==> src/rtl/csum_adder.sv <==
module csum_adder #(
  parameter int WIDTH = 16
) (
  input  logic [WIDTH-1:0] a,
  input  logic [WIDTH-1:0] b,
  input  logic             ci,
  output logic [WIDTH-1:0] sum,
  output logic             co
);
  localparam int LEVELS = $clog2(WIDTH);

  for (genvar l = 0; l <= LEVELS; l++) begin : lvl
    localparam int GW = 1 << l;
    localparam int NG = WIDTH >> l;
    logic [WIDTH-1:0] s0, s1;
    logic [NG-1:0]    c0, c1;

    if (l == 0) begin : g_leaf
      assign s0 = a ^ b;
      assign s1 = ~(a ^ b);
      assign c0 = a & b;
      assign c1 = a | b;
    end else begin : g_merge
      localparam int HW = GW / 2;
      for (genvar g = 0; g < NG; g++) begin : grp
        localparam int LO = 2 * g;
        localparam int HI = 2 * g + 1;
        localparam int BASE = g * GW;
        logic sel0, sel1;
        assign sel0 = lvl[l-1].c0[LO];
        assign sel1 = lvl[l-1].c1[LO];
        assign s0[BASE +: HW] = lvl[l-1].s0[BASE +: HW];
        assign s1[BASE +: HW] = lvl[l-1].s1[BASE +: HW];
        assign s0[BASE+HW +: HW] = sel0 ? lvl[l-1].s1[BASE+HW +: HW] : lvl[l-1].s0[BASE+HW +: HW];
        assign s1[BASE+HW +: HW] = sel1 ? lvl[l-1].s1[BASE+HW +: HW] : lvl[l-1].s0[BASE+HW +: HW];
        assign c0[g] = sel0 ? lvl[l-1].c1[HI] : lvl[l-1].c0[HI];
        assign c1[g] = sel1 ? lvl[l-1].c1[HI] : lvl[l-1].c0[HI];
      end
    end


    always_comb begin
      carry_order_chk : assert ((c0 & ~c1) == '0)
        else $error("assumed-0 carry set while assumed-1 carry clear at level %0d", l);
    end
  end

  assign sum = ci ? lvl[LEVELS].s1 : lvl[LEVELS].s0;
  assign co  = ci ? lvl[LEVELS].c1[0] : lvl[LEVELS].c0[0];

  always_comb begin

    branch_step_chk : assert ({lvl[LEVELS].c1[0], lvl[LEVELS].s1} ==
                              {lvl[LEVELS].c0[0], lvl[LEVELS].s0} + 1'b1)
      else $error("carry-in branches not one apart");

    if (a == '0 && b == '0)
      zero_operand_chk : assert ({co, sum} == {{WIDTH{1'b0}}, ci})
        else $error("zero operands gave wrong result");

    if (b == ~a)
      full_propagate_chk : assert ({co, sum} == (ci ? {1'b1, {WIDTH{1'b0}}} : {1'b0, {WIDTH{1'b1}}}))
        else $error("complementary operands gave wrong result");

    if (a == '1 && b == '1 && ci)
      all_ones_chk : assert ({co, sum} == {1'b1, {WIDTH{1'b1}}})
        else $error("all-ones operands gave wrong result");
  end
endmodule

==> config.mk <==
export PLATFORM = sky130hd
export DESIGN_NAME = csum_adder
export DESIGN_NICKNAME = d
export VERILOG_FILES = /design/src/rtl/csum_adder.sv
export SDC_FILE = /design/constraint.sdc
export NUM_CORES = 1
export LEC_CHECK = 0
export ABC_AREA = 1
export BUFFER_PORTS_ARGS = -buffer_cell sky130_fd_sc_hd__buf_2
export CORE_MARGIN = 2
export CORE_UTILIZATION = 57
export DETAILED_ROUTE_END_ITERATION = 12
export GPL_TIMING_DRIVEN = 0
export MAX_ROUTING_LAYER = met4
export PLACE_DENSITY = 0.84
export REMOVE_ABC_BUFFERS = 1
export SYNTH_ARGS = -nofsm -noshare
export SYNTH_HDL_FRONTEND = slang
export SYNTH_SLANG_ARGS = --single-unit
==> constraint.sdc <==
create_clock -name vclk -period 1.9
set_input_delay 0.38 -clock vclk [all_inputs]
set_output_delay 0.38 -clock vclk [all_outputs]
set_load 0.03 [all_outputs]
==> results_dict.tcl, run 1 <==
set metrics [dict create \
    rows 21 \
    grt_max_degree 17 \
    yosysMostFrequentCell "nand2_1" \
    num_io_pins 50 \
    synthTopCellsByCount "nand2_1 (162), inv_1 (57), ha_1 (32), nand2_2 (21), nand3_1 (19)" \
    place_area_um2 2228 \
    die_y_um 62.20 \
    hpwl_um 3549 \
    avgSynthCellArea_um2 5.289 \
    repair-timing-grt-worst-ep "sum[8]" \
    place_congestion 0.8442 \
    synth-warning-count 0 \
    stop_stage "global routing" \
    initial_core_util_pct 58.78 \
    hold_buffers 0 \
    port_buffers 50 \
    synth_area_um2 1931 \
    yosys-top-cells-area "nand2_1 (31%), ha_1 (21%), inv_1 (11%)" \
    yosys.area.top_type "nand2_1" \
    status "stopped before the end" \
    die_w_um 62.20 \
    syn_inst 365 \
    ys_types 16 \
    stop_error "[ERROR DPL-0038] Utilization greater than 100%, impossible to legalize" \
    synth_top_area_share_pct 31.50 \
    worstEndpointType "output port" \
    yosysSeqAreaShare_pct 0 \
]
[cell families after synthesis]
kind of cell | share of synthesized area, %
compound gates | 7.972
fa+ha+maj | 20.74
simple gates | 49.77
buf+inv | 11.99
xor+xnor | 9.527
[repair_timing]
action	in CTS
endpoints found under the setup margin	14
gates resized for setup	192
pin swaps	66
setup buffers	8
[per-stage QoR]
| stage | setup WS (ns) | setup TNS (ns) | instances |
|---|---|---|---|
| after CTS | -0.1113 | -1.034 | 467 |
| after detailed placement | -0.3194 | -3.513 | 459 |
| after floorplan | -0.1271 | -0.2571 | 363 |
| after global placement | -0.2960 | -3.222 | 459 |
==> run 2: changes to the inputs <==
Settings changed: CORE_UTILIZATION 57 to 40, MAX_ROUTING_LAYER met4 to unset, PLACE_DENSITY 0.84 to unset, PLACE_DENSITY_LB_ADDON set to 0.15.
==> run 2 against run 1 <==
Compared with the run above: the flow now finishes, with violations (negative setup slack); area after synthesis did not move; synthesized cell count did not move.
==> results_dict.tcl, run 2 <==
set metrics [dict create \
    status "finished, violations left" \
    violations "negative setup slack" \
    leakage_uw 0.001717 \
    grt_pass1_vias 2219 \
    synth_top_area_share_pct 31.50 \
    synthTopCellsByCount "nand2_1 (162), inv_1 (57), ha_1 (32), nand2_2 (21), nand3_1 (19)" \
    post_drt_wl_per_cell_um 11.16 \
    die-area_um2 5399 \
    pwr-share-clk_pct 0 \
    layout_common_cells "nand2_1 (110), nand2_2 (52), inv_1 (25), nand2_4 (25), ha_4 (25)" \
    grt_max_degree 17 \
    rows 25 \
    drive_above_1_share_pct 56.24 \
    yosys.area.top_type "nand2_1" \
    power.total_uw 1383 \
    p_seq_share_pct 0 \
    syn2layout_area_growth_pct 75.89 \
    mostFrequentLayoutCell "nand2_1" \
    seq_cell_count 0 \
    hold_viol_final 0 \
    grt.overflow.total 0 \
    layout_setup_ws_ns -0.1457 \
    hold_path.class "input pin to output port" \
    first_pass_iters 4 \
    comb_power_share_pct 100.0 \
    setup_viol 14 \
    drtAntennaViolNets 0 \
    hold_buffers 0 \
    die_w_um 73.48 \
    num_io_pins 50 \
    routed_wl_um 5344 \
    diodes 0 \
    power.internal_uw 595.8 \
    hpwl_um 3578 \
    syn_inst 365 \
    cp-end-kind "output port" \
    grt_pass1_wl_um 8873 \
    grtUsageTotal_pct 19.44 \
    drv_cap 0 \
    nClkBuffers 0 \
    avgSynthCellArea_um2 5.289 \
    place_congestion 0.7839 \
    cp-endpoint "sum[8]" \
    drt_iter0_drc 68 \
    switchingPower_uw 786.8 \
    via_per_inst 4.783 \
    timing.hold.ws_ns 1.225 \
    rsz0062_at_grt "yes" \
    power.density_nw_per_um2 407.2 \
    ys_types 16 \
    timing.final.crit_share_pct 107.7 \
    slew_viol_final 0 \
    synth-warning-count 0 \
    worstPathArrival_ns 1.67 \
    port_buffers 50 \
    cp.required_ns 1.52 \
    yosys-top-cells-area "nand2_1 (31%), ha_1 (21%), inv_1 (11%)" \
    yosysMostFrequentCell "nand2_1" \
    coreArea_um2 4692 \
    drc 0 \
    setup_tns_ns -1.475 \
    vias 2291 \
    crit_path_start_kind "input pin" \
    synth_area_um2 1931 \
    die_y_um 73.48 \
    initial_core_util_pct 41.15 \
    cp-startpoint "a[1]" \
    peakVddDrop_uv 186.8 \
    crit_fanout 6 \
    antenna_found_initial 0 \
    final_nets 492 \
    worst_pin_slew_ns 0.2787 \
    yosysSeqAreaShare_pct 0 \
    switching_share_pct 56.91 \
    crit_type "input pin to output port" \
    fin_crit_ns 2.046 \
    final-seq-area_um2 0 \
    fmax_mhz 488.8 \
    relSlewSlack_pct 81.39 \
]
[run 2: area by class of cell]
class	count	area, um^2
fill	362	1296
inverter	59	251.5
multi-input combinational	304	2480
tap	54	67.56
timing repair buffer	62	596.8
[run 2: timing repair]
action | in CTS | in global routing
setup endpoints to repair | 14 | 14
buffers inserted | 9 | 3
resized for setup | 239 | 64
pin swaps | 86 | 46
[run 2: worst max-delay path, cell delays in order]
cell	delay (ns)
buf_8	0.09
inv_4	0.03
ha_4	0.17
nand2_4	0.09
inv_2	0.05
nor2_4	0.10
nand2_1	0.07
nand2_2	0.11
nand2_2	0.08
nand2_4	0.11
nand2_4	0.08
nand3b_1	0.10
nand2_1	0.07
buf_6	0.14
[run 2: worst min path at each step]
stage	from	to	slack, ns	depth (start not counted)
final	ci	sum[15]	1.22	4
after global routing	ci	sum[15]	1.25	4
after CTS	ci	sum[15]	1.23	4
after detailed placement	b[0]	sum[0]	1.27	5
after global placement	b[0]	sum[0]	1.26	5
after floorplan	ci	sum[0]	0.94	1
[run 2: power groups by stage]
stage                     logic (uW)  clock network (uW)  registers [uW]
after floorplan                  693                   0               0
after global placement           899                   0               0
after detailed placement         910                   0               0
after CTS                       1250                   0               0
after global routing            1500                   0               0
final                           1380                   0               0
[run 2: logic make-up (layout without fill, tap and decap cells)]
logic type / count (synthesis) / after routing / synth area share [%]
compound gates: 27 / 27 / 7.972
simple gates: 224 / 224 / 49.77
fa+ha+maj: 32 / 32 / 20.74
buf+inv: 61 / 121 / 11.99
xor+xnor: 21 / 21 / 9.527
[run 2: per-layer routing]
metal | track usage [%] | routed length [um]
met1 | 22.22 | 2172
met2 | 40.48 | 3037
met3 | 0.2743 | 76
met4 | 1.818 | 56
met5 | 0 | 0
[run 2: stage by stage]
step / utilization, % / std cells / area, um^2 / setup slack (ns)
after floorplan: - / 363 / 1921 / -0.1271
final: 72.37 / 479 / 3396 / -0.1457
after CTS: 66.64 / 476 / 3127 / -0.1064
after global placement: 47.71 / 467 / 2238 / -0.3235
after global routing: 72.37 / 479 / 3396 / -0.2485
after detailed placement: 47.71 / 467 / 2238 / -0.3348
(Power assumes the default switching activity.)
==> run 3: changes to the inputs <==
Settings changed: CORE_UTILIZATION 40 to 30, PLACE_DENSITY set to 0.49, PLACE_DENSITY_LB_ADDON 0.15 to unset.
==> run 3 against run 2 <==
Compared with the run above: the run still ends with negative setup slack left; core utilization shrank 17 points; via count grew 0.48%; die area grew 31%; critical path depth is the same; hold slack gained 0.016 ns; global-route usage shrank 5.0 points; combinational power is essentially flat; fmax shrank 0.57%; clock-buffer cell count is the same; setup slack lost 0.012 ns; routed wire length grew 2.8%; first-iteration DRC count grew 13%; largest cell class unchanged.
==> results_dict.tcl, run 3 (synthesized netlist as in run 2, its figures left out) <==
set metrics [dict create \
    port_buffers 50 \
    violations "negative setup slack" \
    relSlewSlack_pct 78.50 \
    rows 29 \
    coreArea_um2 6277 \
    worstHoldEndpoint "sum[3]" \
    crit_type "input pin to output port" \
    cp.required_ns 1.52 \
    mostFrequentLayoutCell "nand2_1" \
    drt_iter0_drc 77 \
    drc 0 \
    setup_tns_ns -1.308 \
    post_drt_wl_per_cell_um 10.90 \
    die_y_um 84.22 \
    nClkBuffers 0 \
    final-seq-area_um2 0 \
    worstPathArrival_ns 1.68 \
    layout_common_cells "nand2_1 (102), nand2_2 (59), ha_4 (27)" \
    grt_pass1_wl_um 9190 \
    leakage_uw 0.001730 \
    grt_pass1_vias 2164 \
    dp_worst_setup_slack_ns -0.3532 \
    power.density_nw_per_um2 402.3 \
    num_io_pins 50 \
    initial_core_util_pct 30.76 \
    via_per_inst 4.567 \
    final_area_um2 3476 \
    routed_wl_um 5495 \
    slew_viol_final 0 \
    antenna_found_initial 0 \
    hold_path.class "input pin to output port" \
    rsz0062_at_grt "yes" \
    drive_above_1_share_pct 60.66 \
    place_area_um2 2267 \
    hold_buffers 0 \
    grt_max_degree 17 \
    holdPathStages 5 \
    layout_setup_ws_ns -0.1575 \
    grt.overflow.total 0 \
    vias 2302 \
    hpwl_um 3907 \
    fin_crit_ns 2.057 \
    fin_util_pct 55.37 \
    syn2layout_area_growth_pct 80.04 \
    die-area_um2 7093 \
    diodes 0 \
    worst_pin_slew_ns 0.3202 \
    place_congestion 0.7202 \
    status "finished, violations left" \
    fmax_mhz 486.0 \
    final_nets 494 \
    seq_cell_count 0 \
    crit_fanout 5 \
    cp-end-kind "output port" \
    setup_viol 14 \
    timing.final.crit_share_pct 108.3 \
    peakVddDrop_uv 236.8 \
    die_w_um 84.22 \
    drtAntennaViolNets 0 \
    hold_viol_final 0 \
    timing.hold.ws_ns 1.241 \
    drv_cap 0 \
    first_pass_iters 4 \
    min_from "b[3]" \
    fillers 587 \
    grtUsageTotal_pct 14.42 \
    crit_path_start_kind "input pin" \
]
==> run 3: power breakdown <==
group | switching, uW | internal, uW
logic | 802 | 596
clock network | 0 | 0
registers | 0 | 0
total | 802 | 596
==> run 3: cell type report <==
cell class / instances / area [um^2] / share of cell area, %
multi-input cells: 304 / 2557 / 73.58
inverters: 59 / 244.0 / 7.019
repair buffers: 64 / 578.1 / 16.63
well taps: 77 / 96.34 / 2.772
==> run 3: worst max-delay path: stages <==
cell and delay (ns):
buf_2 0.11, inv_1 0.07, ha_4 0.17, inv_1 0.07
nand2_1 0.06, nand2_1 0.11, nand2_2 0.08, nand2_4 0.12
nand2_1 0.06, nand2_1 0.09, nand2_1 0.07, nand3_2 0.07
nand2_2 0.07, buf_6 0.14
==> run 3: how the worst max path moves through the flow <==
| stage | depth (start not counted) | from | to | slack, ns |
|---|---|---|---|---|
| 5_1_grt | 14 | a[11] | sum[14] | -0.24 |
| 3_3_place_gp | 14 | a[4] | sum[8] | -0.34 |
| 3_5_place_dp | 14 | a[4] | sum[8] | -0.35 |
| 6_report | 14 | a[11] | sum[14] | -0.16 |
| 2_1_floorplan | 9 | a[1] | sum[4] | -0.13 |
| 4_1_cts | 14 | b[4] | sum[8] | -0.14 |
==> run 3: per-stage QoR <==
stage	power, uW	std cells
2_1_floorplan	693.3	363
3_3_place_gp	915.5	490
3_5_place_dp	924.2	490
4_1_cts	1234	500
5_1_grt	1520	504
6_report	1398	504
==> run 3: what timing repair did <==
item,4_1_cts,5_1_grt
setup buffers,10,4
pin swaps,63,65
setup endpoints to repair,14,14
resized for setup,203,109
gates cloned,0,0
==> run 3: metal layers <==
layer	wire length (um)	vias to the layer above	track usage, %
met5	0	-	0
met4	0	0	0
met3	91	0	0.1967
met2	2957	21	27.71
met1	2445	1053	19.07
li1	-	1228	-
